`config.mk`:
```
export PLATFORM = sky130hd
export DESIGN_NAME = lineTestPattern
export DESIGN_NICKNAME = d
export VERILOG_FILES = /design/src/rtl/tpgPkg.sv /design/src/rtl/tpgControl.sv /design/src/rtl/tpgDatapath.sv /design/src/rtl/lineTestPattern.sv
export SDC_FILE = /design/constraint.sdc
export NUM_CORES = 1
export LEC_CHECK = 0
export ABC_AREA = 1
export ABC_CLOCK_PERIOD_IN_PS = 2550
export CORE_MARGIN = 2
export CORE_UTILIZATION = 35
export DETAILED_ROUTE_END_ITERATION = 10
export PLACE_DENSITY = 0.66
export SLEW_MARGIN = 20
export SYNTH_ARGS = -nofsm -noshare
export SYNTH_HDL_FRONTEND = slang
export SYNTH_HIERARCHICAL = 1
export SYNTH_SLANG_ARGS = --single-unit
```
`constraint.sdc`:
```
create_clock -name clk -period 2.55 [get_ports clk]
set_clock_uncertainty 0.05 [all_clocks]
set_input_delay 0.6375 -clock clk [delete_from_list [all_inputs] [get_ports clk]]
set_output_delay 0.6375 -clock clk [all_outputs]
set_load 0.02 [all_outputs]
```
`src/rtl/tpgPkg.sv`:
```
package tpgPkg;

  typedef enum logic [2:0] {
    MODE_FIXED   = 3'b000,
    MODE_HGRAD   = 3'b001,
    MODE_VGRAD   = 3'b010,
    MODE_LATTICE = 3'b011,
    MODE_STRIPE  = 3'b100,
    MODE_SYNCALT = 3'b101,
    MODE_FREEALT = 3'b110,
    MODE_RSVD    = 3'b111
  } tpgMode_e;

  typedef enum logic [1:0] {
    PH_IDLE,
    PH_START,
    PH_ACTIVE,
    PH_TAIL
  } tpgPhase_e;

  // strobes from control to datapath
  typedef struct packed {
    logic armPulse;
    logic startPer;
    logic pixel;
  } tpgStrobe_t;

endpackage

```
`src/rtl/tpgControl.sv`:
```
module tpgControl
  import tpgPkg::*;
#(
  parameter int CNT_W = 12,
  parameter int PIX_W = 16
) (
  input  logic             clk,
  input  logic             rstN,
  input  logic             lineStart,
  input  logic             testEn,
  input  logic             patEn,
  input  logic [2:0]       modeSel,
  input  logic [CNT_W-1:0] startLen,
  input  logic [CNT_W-1:0] validWidth,
  input  logic [PIX_W-1:0] fixedCode,
  output tpgStrobe_t       strobe,
  output logic [CNT_W-1:0] pixIdx,
  output logic [PIX_W-1:0] lineIdx,
  output tpgMode_e         modeSh,
  output logic [PIX_W-1:0] fixedSh
);

  localparam int CW1 = CNT_W + 1;

  logic             lsPrev;
  logic             running;
  tpgPhase_e        phase;
  logic [CNT_W-1:0] cnt;
  logic [CNT_W-1:0] startSh;
  logic [CNT_W-1:0] widthSh;

  logic             armed;
  logic             lsEdge;
  logic             arming;
  logic [CNT_W-1:0] selStart;
  logic [CNT_W-1:0] selWidth;
  logic             lastStart;
  logic             lastPix;

  always_comb begin
    armed     = testEn & patEn;
    lsEdge    = lineStart & ~lsPrev;
    arming    = armed & lsEdge & ~running;
    selStart  = arming ? startLen : startSh;
    selWidth  = arming ? validWidth : widthSh;
    lastStart = ({1'b0, cnt} + CW1'(1)) == {1'b0, startSh};
    lastPix   = ({1'b0, cnt} + CW1'(1)) == {1'b0, widthSh};
  end

  always_ff @(posedge clk) begin
    if (!rstN) begin
      lsPrev  <= 1'b0;
      running <= 1'b0;
      phase   <= PH_IDLE;
      cnt     <= '0;
      lineIdx <= '0;
      startSh <= '0;
      widthSh <= '0;
      modeSh  <= MODE_FIXED;
      fixedSh <= '0;
    end else begin
      lsPrev <= lineStart;
      if (arming) begin
        startSh <= startLen;
        widthSh <= validWidth;
        modeSh  <= tpgMode_e'(modeSel);
        fixedSh <= fixedCode;
      end
      if (!armed) begin
        running <= 1'b0;
        phase   <= PH_IDLE;
        cnt     <= '0;
      end else if (lsEdge) begin
        running <= 1'b1;
        lineIdx <= running ? lineIdx + PIX_W'(1) : '0;
        cnt     <= '0;
        if (selStart != '0)      phase <= PH_START;
        else if (selWidth != '0) phase <= PH_ACTIVE;
        else                     phase <= PH_TAIL;
      end else begin
        unique case (phase)
          PH_START: begin
            if (lastStart) begin
              cnt   <= '0;
              phase <= (widthSh != '0) ? PH_ACTIVE : PH_TAIL;
            end else begin
              cnt <= cnt + CNT_W'(1);
            end
          end
          PH_ACTIVE: begin
            if (lastPix) begin
              cnt   <= '0;
              phase <= PH_TAIL;
            end else begin
              cnt <= cnt + CNT_W'(1);
            end
          end
          default: ;
        endcase
      end
    end
  end

  always_comb begin
    strobe.armPulse = arming;
    strobe.startPer = (phase == PH_START);
    strobe.pixel    = (phase == PH_ACTIVE);
    pixIdx          = cnt;
  end

endmodule

```
`src/rtl/tpgDatapath.sv`:
```
module tpgDatapath
  import tpgPkg::*;
#(
  parameter int CNT_W    = 12,
  parameter int PIX_W    = 16,
  parameter int TILE_BIT = 3
) (
  input  logic             clk,
  input  logic             rstN,
  input  tpgStrobe_t       strobe,
  input  logic [CNT_W-1:0] pixIdx,
  input  logic [PIX_W-1:0] lineIdx,
  input  tpgMode_e         modeSh,
  input  logic [PIX_W-1:0] fixedSh,
  output logic [PIX_W-1:0] pixOut,
  output logic             pixValid
);

  localparam logic [PIX_W-1:0] EVEN_WORD = {(PIX_W/2){2'b10}};
  localparam logic [PIX_W-1:0] ODD_WORD  = {(PIX_W/2){2'b01}};

  logic             altPhase;
  logic [PIX_W-1:0] pattern;

  always_comb begin
    unique case (modeSh)
      MODE_FIXED:   pattern = fixedSh;
      MODE_HGRAD:   pattern = PIX_W'(pixIdx);
      MODE_VGRAD:   pattern = lineIdx;
      MODE_LATTICE: pattern = (pixIdx[TILE_BIT] | lineIdx[TILE_BIT]) ? '1 : '0;
      MODE_STRIPE:  pattern = pixIdx[TILE_BIT] ? '1 : '0;
      MODE_SYNCALT: pattern = pixIdx[0] ? ODD_WORD : EVEN_WORD;
      MODE_FREEALT: pattern = altPhase ? ODD_WORD : EVEN_WORD;
      default:      pattern = '0;
    endcase
  end

  always_ff @(posedge clk) begin
    if (!rstN) begin
      altPhase <= 1'b0;
      pixOut   <= '0;
      pixValid <= 1'b0;
    end else begin
      if (strobe.armPulse)   altPhase <= 1'b0;
      else if (strobe.pixel) altPhase <= ~altPhase;
      pixOut   <= strobe.pixel ? pattern : '0;
      pixValid <= strobe.pixel | strobe.startPer;
    end
  end

endmodule

```
`src/rtl/lineTestPattern.sv`:
```
module lineTestPattern
  import tpgPkg::*;
#(
  parameter int CNT_W    = 12,
  parameter int PIX_W    = 16,
  parameter int TILE_BIT = 3
) (
  input  logic             clk,
  input  logic             rstN,
  input  logic             lineStart,
  input  logic             testEn,
  input  logic             patEn,
  input  logic [2:0]       modeSel,
  input  logic [CNT_W-1:0] startLen,
  input  logic [CNT_W-1:0] validWidth,
  input  logic [PIX_W-1:0] fixedCode,
  output logic [PIX_W-1:0] pixOut,
  output logic             pixValid
);

  tpgStrobe_t       strobe;
  logic [CNT_W-1:0] pixIdx;
  logic [PIX_W-1:0] lineIdx;
  tpgMode_e         modeSh;
  logic [PIX_W-1:0] fixedSh;

  tpgControl #(.CNT_W(CNT_W), .PIX_W(PIX_W)) u_ctrl (
    .clk(clk), .rstN(rstN), .lineStart(lineStart), .testEn(testEn),
    .patEn(patEn), .modeSel(modeSel), .startLen(startLen),
    .validWidth(validWidth), .fixedCode(fixedCode), .strobe(strobe),
    .pixIdx(pixIdx), .lineIdx(lineIdx), .modeSh(modeSh), .fixedSh(fixedSh)
  );

  tpgDatapath #(.CNT_W(CNT_W), .PIX_W(PIX_W), .TILE_BIT(TILE_BIT)) u_dp (
    .clk(clk), .rstN(rstN), .strobe(strobe), .pixIdx(pixIdx),
    .lineIdx(lineIdx), .modeSh(modeSh), .fixedSh(fixedSh),
    .pixOut(pixOut), .pixValid(pixValid)
  );

endmodule

```
==> impl_results.md, run 1 <==
* Status: completed
* Nets at 934
* Router iterations before antenna repair at 6
* Pleak at between 2 and 3 nW
* First-pass GRT wire length at around 23 mm
* Vias per inst at about 4.8
* Tmin final at between 2 and 2.5 ns
* Clock root cell: clkbuf_16
* Critical Path Max Stage Delay at 0.45 ns
* Fmax at 426.8 MHz
* Cell mode on critical path: nand2_1
* IO Port Bufs at between 60 and 70
* Multi-input logic area at 2714 µm²
* Final setup viols at 0
* Crit Path Category: in2reg
* Worst skew pair latency at about 0.34 ns
* Rows at 44
* Mapped Area at 5122 µm²
* Post-CTS Setup Inserts at 0
* RD Place Congestion at between 0.8 and 0.9
* Post-route setup slack at between 0.2 and 0.25 ns
* Hold crit path type: reg2reg
* Req. time, crit path at 2.78 ns
* Crit-path cells: clkdlybuf4s50_1 > nand2_1 > inv_1 > nand3_1 > buf_12 > buf_4 > o21ai_0 > nand3_1 > nor2_1 > nand2_1 > nand2_1 > nor2_1 > nand4_1 > nand2_1 > nor2_1
* Routed len/inst at between 10 and 15 µm
* Final period util at between 90 and 100%
* Core ar. at around 14,000 µm²
* Width of the die at roughly 120 µm
* Fill count at 1,516
* R2R cell count at 14
* Delay-heaviest family, CP: simple AND/OR/NAND/NOR gates
* Worst Path Buf+Inv at 4
* Number of synthesized register bits at 93
* Maximum capacitance violations at 0
* Area delta synth->final at 26.89%
* Clock Path Buffers at 2
* Via count of the first global-routing pass at ~4,800
* CP Capture Point: u_ctrl/phase[0]$_SDFFE_PN0P_
* # diodes at 0
* Mean post-synth cell area at approximately 6.5 µm²
* DIE AREA at around 16,000 µm²
* Iter 0 DRT Violations at between 300 and 400
* Yosys warns at 6
* Syn nets at 844
* RR Startpoint: u_ctrl/pixIdx[0]$_SDFFE_PP0P_
* Final Core Density at around 45%
* Reg2reg setup slack at 0.24 ns
* Worst Setup SP: testEn
* CP Max Fanout at 16
* Slew Limit Headroom at between 60% and 70%
* Slowest-stage cell, CP: clkdlybuf4s50_1
* Starting density of the core at about 36%
* Hold Crit Depth at 1
* Cells after Synth at ~800
* Total GRT Usage at between 10% and 20%
* Grt ovf at 0
* Crit path depth at 15
* Post-place setup slack at -0.1723 ns
* Critical Path Sink Type: flip-flop
* Remaining DRCs at 0
* RSZ-0062 raised after global routing: no
* Dpl hpwl at ~11 mm
* Cell Pwr Density at about 500 nW/µm²
* H-tree depth at 3
* Routed Antenna Nets at 0
* Peak VDD IR at 0.0003882 V
* Via count at roughly 5,100
* Num CTS Buffers at 9
* CTS tree: built
* Crit start category: input pin
* Reg area at around 1900 µm²
* Reg2reg end: u_ctrl/pixIdx[1]$_SDFFE_PP0P_
* Clk slew on worst S/H paths at 0.07 ns
* Worst-margin pin slew at just under 0.5 ns
* Clock Sinks at slightly above 90
* I/O pin total at 65
* Post-synthesis sequential area ratio at a little over a third
* Slew Limit Fails at 0
* Pin count of the biggest net entering global routing at 44
* Antenna violations before repair at 0
* Final WL at ~13 mm
* Die height at ~120 µm
* Share of post-route cells with drive strength above 1 at 12.74%
* Final Hold Fails at 0
* Critical path arrival at about 2.6 ns
* Synth cell types at 36
## synth_stat cells, drive strengths merged
master | instances | area [µm²]
a21oi | 61 | 335.3
buf | 21 | 146.4
clkbuf | 9 | 33.78
clkinv | 1 | 3.750
dfxtp | 93 | 1862
dlygate4sd1 | 2 | 17.52
dlygate4sd3 | 1 | 10.01
ha | 4 | 50.05
inv | 92 | 347.8
nand2 | 245 | 953.4
nand3 | 82 | 425.4
nand3b | 7 | 52.55
nand4 | 30 | 187.7
nor2 | 111 | 495.5
nor3 | 8 | 55.05
nor3b | 1 | 7.510
nor4 | 1 | 6.260
o21a | 1 | 7.510
o21ai | 18 | 90.08
o221ai | 1 | 8.760
xnor2 | 2 | 17.52
xor2 | 1 | 8.760
## layout by cell type (no fill, tap or decap), types with 4 or more instances in the layout
cell,count
nand2_1,237
nand2_2,6
clkdlybuf4s50_1,63
nor2_4,4
nand4_1,30
a21oi_2,8
clkbuf_16,9
nor2_1,90
ha_1,4
inv_2,5
a21oi_1,53
nand3b_1,7
inv_1,86
o21ai_0,15
dfxtp_1,92
nand3_1,79
nor3_1,5
buf_4,45
nor2_2,16
## kinds of logic (layout without fill, tap and decap cells)
kind of cell | count (synthesis) | after routing | synth area share [%]
buffers and inverters | 126 | 221 | 10.92
DFF | 93 | 93 | 36.35
adders and majority gates | 4 | 4 | 0.9771
AOI/OAI and AO/OA | 81 | 81 | 8.622
and+or+nand+nor | 485 | 485 | 42.62
xor gates and xnor gates | 3 | 3 | 0.5130
## worst min-delay path by stage
stage	startpoint	to	slack, ns
finish	u_ctrl/lineIdx[15]$_SDFFE_PN0N_	u_ctrl/lineIdx[15]$_SDFFE_PN0N_	0.43
global placement	u_ctrl/lineIdx[15]$_SDFFE_PN0N_	u_ctrl/lineIdx[15]$_SDFFE_PN0N_	0.41
detailed placement	u_ctrl/lineIdx[15]$_SDFFE_PN0N_	u_ctrl/lineIdx[15]$_SDFFE_PN0N_	0.42
global route	u_ctrl/lineIdx[15]$_SDFFE_PN0N_	u_ctrl/lineIdx[15]$_SDFFE_PN0N_	0.45
CTS	u_ctrl/lineIdx[15]$_SDFFE_PN0N_	u_ctrl/lineIdx[15]$_SDFFE_PN0N_	0.43
floorplan	u_ctrl/lineIdx[15]$_SDFFE_PN0N_	u_ctrl/lineIdx[15]$_SDFFE_PN0N_	0.37
## per-layer routing
| metal | vias up | GRT usage, % | wire length [µm] |
|---|---|---|---|
| li1 | 2703 | - | - |
| met1 | 2293 | 25.86 | 6994 |
| met2 | 87 | 27.97 | 5810 |
| met3 | 13 | 2.867 | 505 |
| met4 | 0 | 4.314 | 155 |
| met5 | - | 0 | 0 |
## sequential cells by signal, indices dropped and copies added (netlist names)
name	flops
u_ctrl/lineIdx	16
u_ctrl/fixedSh	16
u_ctrl/lsPrev	1
u_ctrl/widthSh	12
u_dp/altPhase	1
u_ctrl/startSh	12
u_ctrl/pixIdx	12
u_dp/pixValid	1
u_ctrl/running	1
u_ctrl/modeSh	3
u_ctrl/phase	2
u_dp/pixOut	16
## worst reg2reg max path, delay by kind of cell, from the launching register on
family          cells  cell delay [ns]
simple gates       11             1.32
flops               1             0.40
fa+ha+maj           1             0.24
compound gates      2             0.17
## final cells by class
cell class,instances,share of cell area [%]
inverter,93,5.409
clock inverter,6,1.097
tap,184,3.542
sequential,93,28.66
multi-input combinational,573,41.75
timing repair buffer,112,16.02
clock buffer,10,3.523
## what timing repair did
action,in CTS,in global routing
resized for setup,0,7
endpoints found under the setup margin,0,15
hold buffers,0,0
## metrics by stage
step / instances / cell area [µm²] / setup TNS (ns) / hold WS (ns) / total power, mW
after floorplan: 792 / 5122 / 0 / 0.3729 / 1.736
final: 1071 / 6500 / 0 / 0.4282 / 3.237
after global routing: 1071 / 6500 / 0 / 0.4500 / 3.379
after detailed placement: 1055 / 6183 / -0.7011 / 0.4178 / 1.907
after global placement: 1055 / 6183 / -0.4489 / 0.4058 / 1.905
after CTS: 1071 / 6484 / 0 / 0.4260 / 3.261
## where the power goes
group	internal [mW]	total, mW	leakage, nW	switching, mW
registers	1.48	1.51	0.753	0.0239
clock network	0.771	1.36	0.145	0.587
logic	0.180	0.374	1.75	0.194
total	2.43	3.24	2.65	0.805
No activity file was read; power rests on OpenSTA's default activity.
==> inputs of run 2 (changes only) <==
--- a/config.mk
+++ b/config.mk
@@ -8,9 +8,9 @@
 export ABC_AREA = 1
 export ABC_CLOCK_PERIOD_IN_PS = 2550
 export CORE_MARGIN = 2
-export CORE_UTILIZATION = 35
+export CORE_UTILIZATION = 56
 export DETAILED_ROUTE_END_ITERATION = 10
-export PLACE_DENSITY = 0.66
+export PLACE_DENSITY = 0.92
 export SLEW_MARGIN = 20
 export SYNTH_ARGS = -nofsm -noshare
 export SYNTH_HDL_FRONTEND = slang
==> run 2 against run 1 <==
  * Combinational power down 4%
  * Cell area decreased by 5.0%
  * Hold slack worse by 0.019 ns
  * Die area decreased by 36%
  * Maximum frequency is 0.15% higher
  * First-iteration DRC count is 40% higher
  * Global-route usage rose by 9.4 points
  * Critical path type is now reg2reg
  * Largest cell class unchanged
  * Largest power group unchanged
==> impl_results.md, run 2 (synthesis gave the netlist of run 1 again) <==
* Status: completed
* Clock power share at 33.7% (-8.2 points)
* Slowest-stage cell, CP: dfxtp_2
* Via count at 5,313 (+4.3%)
* Rows at 34 (-23%)
* Crit Path Category: reg2reg
* Share of post-route cells with drive strength above 1 at 11.78% (-0.95 points)
* Part of the power in combinational logic at 12.7% (+1.2 points)
* Final period util at 91.74% (-0.14 points)
* Hold Crit Depth at 1 (unchanged)
* Clk slew on worst S/H paths at 0.10 ns (+0.03 ns)
* Req. time, crit path at 2.74 ns (-0.04 ns)
* Post-CTS Resized at 0 (unchanged)
* Hold crit path type: reg2reg
* # diodes at 0 (unchanged)
* Final Core Density at 70.12% (+25 points)
* Hold-fix buffers, CTS at 0 (unchanged)
* Cell Pwr Density at 456.0 nW/µm² (-8.4%)
* DIE AREA at 9928 µm² (-36%)
* Final Hold Fails at 0 (unchanged)
* H-tree depth at 3 (unchanged)
* Pleak at 2.535 nW (-4.4%)
* Post-route setup slack at 0.2107 ns (+0.003498 ns)
* Top flop regs: u_ctrl/fixedSh (16), u_ctrl/lineIdx (16), u_dp/pixOut (16)
* Pin count of the biggest net entering global routing at 44 (unchanged)
* IO Port Bufs at 64 (unchanged)
* Starting density of the core at 58.17% (+23 points)
* RSZ-0062 raised after global routing: no
* Min-delay src: u_ctrl/lineIdx[15]$_SDFFE_PN0N_
* CP Max Fanout at 12 (-4)
* Slew Limit Headroom at 66.82% (-0.11 points)
* Max Used Layer: met4
* Width of the die at 99.64 µm (-20%)
* Fmax at 427.5 MHz (+0.15%)
* Clock Path Buffers at 2 (unchanged)
* Dpl hpwl at 10.08 mm (-4.5%)
* Peak VDD IR at 0.0003543 V (-8.7%)
* Total Power at 2.816 mW (-13%)
* Sequential Power Share at 53.5% (+7.0 points)
* Cell mode on critical path: nand2_1
* Die height at 99.64 µm (-20%)
* Fill count at 740 (-51%)
* R2R cell count at 14 (unchanged)
* Remaining DRCs at 0 (unchanged)
* Critical Path Sink Type: flip-flop
* Post-CTS Setup Inserts at 0 (unchanged)
* Slew Limit Fails at 0 (unchanged)
* CTS tree: built
* Num CTS Buffers at 9 (unchanged)
* Vias per inst at 5.410 (+14%)
* Post-place setup slack at -0.1828 ns (-0.01058 ns)
* Routed len/inst at 13.41 µm (+6.6%)
* I/O pin total at 65 (unchanged)
* Most common cell after layout, fill and taps aside: nand2_1
* Worst-margin pin slew at 0.4971 ns (+0.001698 ns)
* Tmin final at 2.339 ns (-0.003498 ns)
* Grt ovf at 0 (unchanged)
* Total GRT Usage at 27.28% (+9.4 points)
* Switching part of the total at 27.32% (+2.5 points)
* Setup TNS at 0 ns (unchanged)
* Clock Sinks at 93 (unchanged)
* Internal power at 2.046 mW (-16%)
* Area delta synth->final at 20.54%
* Final WL at 13.16 mm (-2.2%)
* Routed wl met3 at 1.095 mm (+120%)
* RR Startpoint: u_ctrl/pixIdx[0]$_SDFFE_PP0P_
* Reg2reg end: u_ctrl/pixIdx[7]$_SDFFE_PP0P_
* Wl on met1 at 6.024 mm (-14%)
* Crit start category: flip-flop
* Critical path arrival at 2.53 ns (-0.04 ns)
* Most frequent cells in the layout: nand2_1, dfxtp_1, nor2_1
* RD Place Congestion at 1.027 (+15%)
* Core ar. at 8806 µm² (-39%)
* Antenna violations before repair at 0 (unchanged)
* Iter 0 DRT Violations at 525 (+40%)
* Critical Path Max Stage Delay at 0.38 ns (-0.07 ns)
* Routed Antenna Nets at 0 (unchanged)
* Worst skew pair latency at 0.37 ns (+0.03 ns)
* Router iterations before antenna repair at 5 (-1)
* First-pass GRT wire length at 21.81 mm (-5.8%)
* Nets at 921 (-1.4%)
* Sw power at 0.7692 mW (-4.4%)
* Maximum capacitance violations at 0 (unchanged)
* Crit-path cells: ha_2 > nand2_1 > nor2_2 > nand2_1 > nand3_1 > nand2_1 > nor2_1 > nand2_1 > nor2_1 > nand3_1 > nand2_1 > nand2_2 > nand2_1 > a21oi_1
* Hold_ws at 0.4093 ns (-0.01886 ns)
* Final setup viols at 0 (unchanged)
* Hold EP: u_ctrl/lineIdx[15]$_SDFFE_PN0N_
* Clock root cell: clkbuf_8
* Reg2reg setup slack at 0.21 ns (-0.03 ns)
* Met2 wire len at 5.809 mm (about the same)
* Via count of the first global-routing pass at 4,782 (-1.4%)
## run 2: cell count changes in the layout (fill, tap and decap cells not counted), sizes merged
cell / delta
buf: -13
bufinv: -1
clkdlybuf4s50: +1
clkinv: -1
clkinvlp: +1
dlymetal6s2s: -1
inv: +1
## run 2: power groups by stage
| stage | clock [mW] | sequential, mW | combinational, mW |
|---|---|---|---|
| after floorplan | 0 | 1.53 | 0.206 |
| after global placement | 0 | 1.54 | 0.343 |
| after detailed placement | 0 | 1.54 | 0.350 |
| after CTS | 0.961 | 1.51 | 0.353 |
| after global routing | 1.01 | 1.51 | 0.397 |
| final | 0.949 | 1.51 | 0.359 |
## run 2: worst max path at each step
| stage | start | endpoint | slack (ns) | cells after the start |
|---|---|---|---|---|
| final | u_ctrl/pixIdx[0]$_SDFFE_PP0P_ | u_ctrl/pixIdx[7]$_SDFFE_PP0P_ | 0.21 | 14 |
| after global routing | lineStart | u_ctrl/lineIdx[14]$_SDFFE_PN0N_ | 0.02 | 12 |
| after CTS | lineStart | u_ctrl/lineIdx[14]$_SDFFE_PN0N_ | 0.20 | 12 |
| after detailed placement | lineStart | u_ctrl/lineIdx[14]$_SDFFE_PN0N_ | -0.18 | 12 |
| after global placement | lineStart | u_ctrl/phase[0]$_SDFFE_PN0P_ | -0.11 | 15 |
| after floorplan | testEn | u_ctrl/lineIdx[14]$_SDFFE_PN0N_ | 0.55 | 11 |
## run 2: critical path: cells and delay by family (launching register included)
family	cells	cell delay [ns]
AO/OA/AOI/OAI	1	0.06
adder cells (fa/ha/maj)	1	0.23
flip-flops	1	0.38
AND/OR/NAND/NOR	12	1.50
## run 2: layout make-up
class	count	area [µm²]	share of cell area, %
Timing Repair Buffer	99	919.6	14.89
Clock buffer	10	137.6	2.229
Tap cell	108	135.1	2.188
Multi-Input combinational cell	573	2715	43.97
Clock inverter	6	52.55	0.8511
Inverter	93	351.6	5.694
Sequential cell	93	1863	30.17
## run 2: metrics by stage
step,instances,cell area [µm²]
floorplan,792,5122
global placement,966,5966
detailed placement,966,5966
CTS,982,6156
global route,982,6175
finish,982,6175
## run 2: metal layers
metal / GRT usage (%) / up-vias
li1: - / 2682
met1: 39.75 / 2385
met2: 42.26 / 226
met3: 3.092 / 20
met4: 8.851 / 0
met5: 0 / -
==> inputs of run 3 (changes only) <==
--- a/config.mk
+++ b/config.mk
@@ -10,6 +10,7 @@
 export CORE_MARGIN = 2
 export CORE_UTILIZATION = 56
 export DETAILED_ROUTE_END_ITERATION = 10
+export MAX_ROUTING_LAYER = met4
 export PLACE_DENSITY = 0.92
 export SLEW_MARGIN = 20
 export SYNTH_ARGS = -nofsm -noshare
==> run 3 against run 2 <==
  * Cell area up 0.36%
  * Non-clock buffer count decreased by 1
  * Hold slack better by 0.0037 ns
  * Maximum frequency shrank 2.8%
  * Die area is the same
  * Critical path depth did not move
  * Power grew 3.8%
  * Sequential share of layout area shrank 0.11 points
  * Clock power grew 11%
  * Cell count down 0.10%
  * Critical endpoint is now u_ctrl/pixIdx[2]$_SDFFE_PP0P_
  * Largest cell class unchanged
  * Largest power group unchanged
==> impl_results.md, run 3 (synthesis gave the netlist of run 1 again) <==
* Status: completed
* IO Port Bufs at 64 (unchanged)
* Crit-path cells: ha_1 > nand2_1 > nor2_4 > nand3_1 > nand2_1 > nor2_1 > a21oi_1 > nand2_1 > nor2_1 > nand2_1 > nand2_1 > nand2_2 > nand2_1 > a21oi_1
* Clock Sinks at 93 (unchanged)
* Num CTS Buffers at 9 (unchanged)
* Cell Pwr Density at 471.4 nW/µm² (+3.4%)
* Maximum capacitance violations at 0 (unchanged)
* Worst-margin pin slew at 0.4703 ns (-0.02686 ns)
* Hold Crit Depth at 1 (unchanged)
* Layout Cells excl Fill at 981 (-0.10%)
* Tmin final at 2.407 ns (+0.06810 ns)
* Internal power at 2.145 mW (+4.8%)
* Most common cell after layout, fill and taps aside: nand2_1
* Post-CTS Resized at 0 (unchanged)
* Area delta synth->final at 20.98%
* Vias per inst at 5.454 (+0.80%)
* R2R cell count at 14 (unchanged)
* Sw power at 0.7765 mW (+0.96%)
* Design area at 6197 µm² (+0.36%)
* H-tree depth at 3 (unchanged)
* Critical path arrival at 2.60 ns (+0.07 ns)
* Reg2reg end: u_ctrl/pixIdx[2]$_SDFFE_PP0P_
* RD Place Congestion at 1.007 (-1.9%)
* Dpl hpwl at 9.883 mm (-2.0%)
* Part of the power in combinational logic at 12.3% (-0.4 points)
* Hold-fix buffers, CTS at 0 (unchanged)
* Nets at 920 (-0.11%)
* Slew Limit Headroom at 68.62% (+1.8 points)
* Post-DP Area at 5958 µm² (-0.13%)
* Clock root cell: clkbuf_8
* Final setup viols at 0 (unchanged)
* Share of post-route cells with drive strength above 1 at 11.68% (-0.10 points)
* Switching part of the total at 26.58% (-0.74 points)
* RR Startpoint: u_ctrl/pixIdx[0]$_SDFFE_PP0P_
* Routed len/inst at 13.49 µm (+0.65%)
* # diodes at 0 (unchanged)
* Via count at 5,350 (+0.70%)
* Critical Path Sink Type: flip-flop
* Sequential Power Share at 51.6% (-1.9 points)
* Router iterations before antenna repair at 5 (unchanged)
* Die height at 99.64 µm (unchanged)
* Min-delay src: u_ctrl/lineIdx[15]$_SDFFE_PN0N_
* Fmax at 415.4 MHz (-2.8%)
* Grt ovf at 0 (unchanged)
* Pleak at 2.548 nW (+0.52%)
* Crit start category: flip-flop
* Clk slew on worst S/H paths at 0.09 ns (about the same)
* Crit Path Category: reg2reg
* Remaining DRCs at 0 (unchanged)
* Setup TNS at 0 ns (unchanged)
* Fill count at 720 (-2.7%)
* First-pass GRT wire length at 21.96 mm (+0.66%)
* CTS tree: built
* DP Cell Count at 965 (-0.10%)
* Clock power share at 36.1% (+2.4 points)
* Total Power at 2.921 mW (+3.8%)
* Reg2reg setup slack at 0.14 ns (-0.07 ns)
* Req. time, crit path at 2.74 ns (about the same)
* Pin count of the biggest net entering global routing at 44 (unchanged)
* Final WL at 13.24 mm (+0.55%)
* Slowest-stage cell, CP: dfxtp_2
* Width of the die at 99.64 µm (unchanged)
* Clock Path Buffers at 2 (unchanged)
* Hold crit path type: reg2reg
* Worst skew pair latency at 0.37 ns (about the same)
* Peak VDD IR at 0.0004632 V (+31%)
* Rows at 34 (unchanged)
* Final period util at 94.41% (+2.7 points)
* Most frequent cells in the layout: nand2_1, dfxtp_1, nor2_1
* Cell mode on critical path: nand2_1
* Hold EP: u_ctrl/lineIdx[15]$_SDFFE_PN0N_
* Critical Path Max Stage Delay at 0.39 ns (about the same)
* CP Max Fanout at 12 (unchanged)
* Via count of the first global-routing pass at 4,871 (+1.9%)
* Total GRT Usage at 28.02% (+0.74 points)
* Final Hold Fails at 0 (unchanged)
* Core ar. at 8806 µm² (unchanged)
* Antenna violations before repair at 0 (unchanged)
* Iter 0 DRT Violations at 536 (+2.1%)
* Worst Setup SP: u_ctrl/pixIdx[0]$_SDFFE_PP0P_
* DIE AREA at 9928 µm² (unchanged)
* Post-CTS Setup Inserts at 0 (unchanged)
* Routed Antenna Nets at 0 (unchanged)
* RSZ-0062 raised after global routing: yes
* Starting density of the core at 58.17% (unchanged)
* Slew Limit Fails at 0 (unchanged)
* I/O pin total at 65 (unchanged)
* Top flop regs: u_ctrl/fixedSh (16), u_ctrl/lineIdx (16), u_dp/pixOut (16)
==> run 3: power groups by stage <==
stage / sequential (mW) / clock (mW) / combinational, mW
floorplan: 1.53 / 0 / 0.206
global placement: 1.54 / 0 / 0.343
detailed placement: 1.54 / 0 / 0.349
CTS: 1.51 / 1.07 / 0.355
global route: 1.51 / 1.12 / 0.397
finish: 1.51 / 1.05 / 0.360
==> run 3: worst max path at each step <==
stage	to	cells after the start
after detailed placement	u_ctrl/phase[0]$_SDFFE_PN0P_	15
after global routing	u_ctrl/lineIdx[14]$_SDFFE_PN0N_	12
after global placement	u_ctrl/phase[0]$_SDFFE_PN0P_	15
after CTS	u_ctrl/pixIdx[1]$_SDFFE_PP0P_	14
final	u_ctrl/pixIdx[2]$_SDFFE_PP0P_	14
after floorplan	u_ctrl/lineIdx[14]$_SDFFE_PN0N_	11
==> run 3: layer usage <==
layer / track usage, % / share of wire (%) / vias to the layer above
met1: 39.51 / 45 / 2394
met4: 8.641 / 1.7 / 0
li1: - / - / 2674
met5: - / 0 / -
met2: 41.89 / 44 / 264
met3: 3.795 / 9.2 / 18
==> run 3: stage by stage <==
stage	utilization [%]	setup slack [ns]	hold slack, ns
floorplan	-	0.5465	0.3729
global placement	67.66	-0.1181	0.3918
detailed placement	67.66	-0.1608	0.3979
CTS	70.08	0.1466	0.4138
global route	70.38	-0.01155	0.4504
finish	70.38	0.1426	0.4130
==> run 3: cell type report <==
| cell class | count | area, µm² | area share [%] |
|---|---|---|---|
| clock inverters | 6 | 75.07 | 1.211 |
| flip-flops and latches | 93 | 1863 | 30.06 |
| clock buffers | 10 | 137.6 | 2.221 |
| repair buffers | 98 | 912.1 | 14.72 |
| inverters | 93 | 351.6 | 5.673 |
| well taps | 108 | 135.1 | 2.181 |
| multi-input cells | 573 | 2723 | 43.93 |
==> run 3: critical path, delay by kind of cell (launching register included) <==
kind	cells	cell delay [ns]
adder cells (fa/ha/maj)	1	0.24
AND/OR/NAND/NOR	11	1.43
flip-flops	1	0.39
AO/OA/AOI/OAI	2	0.18
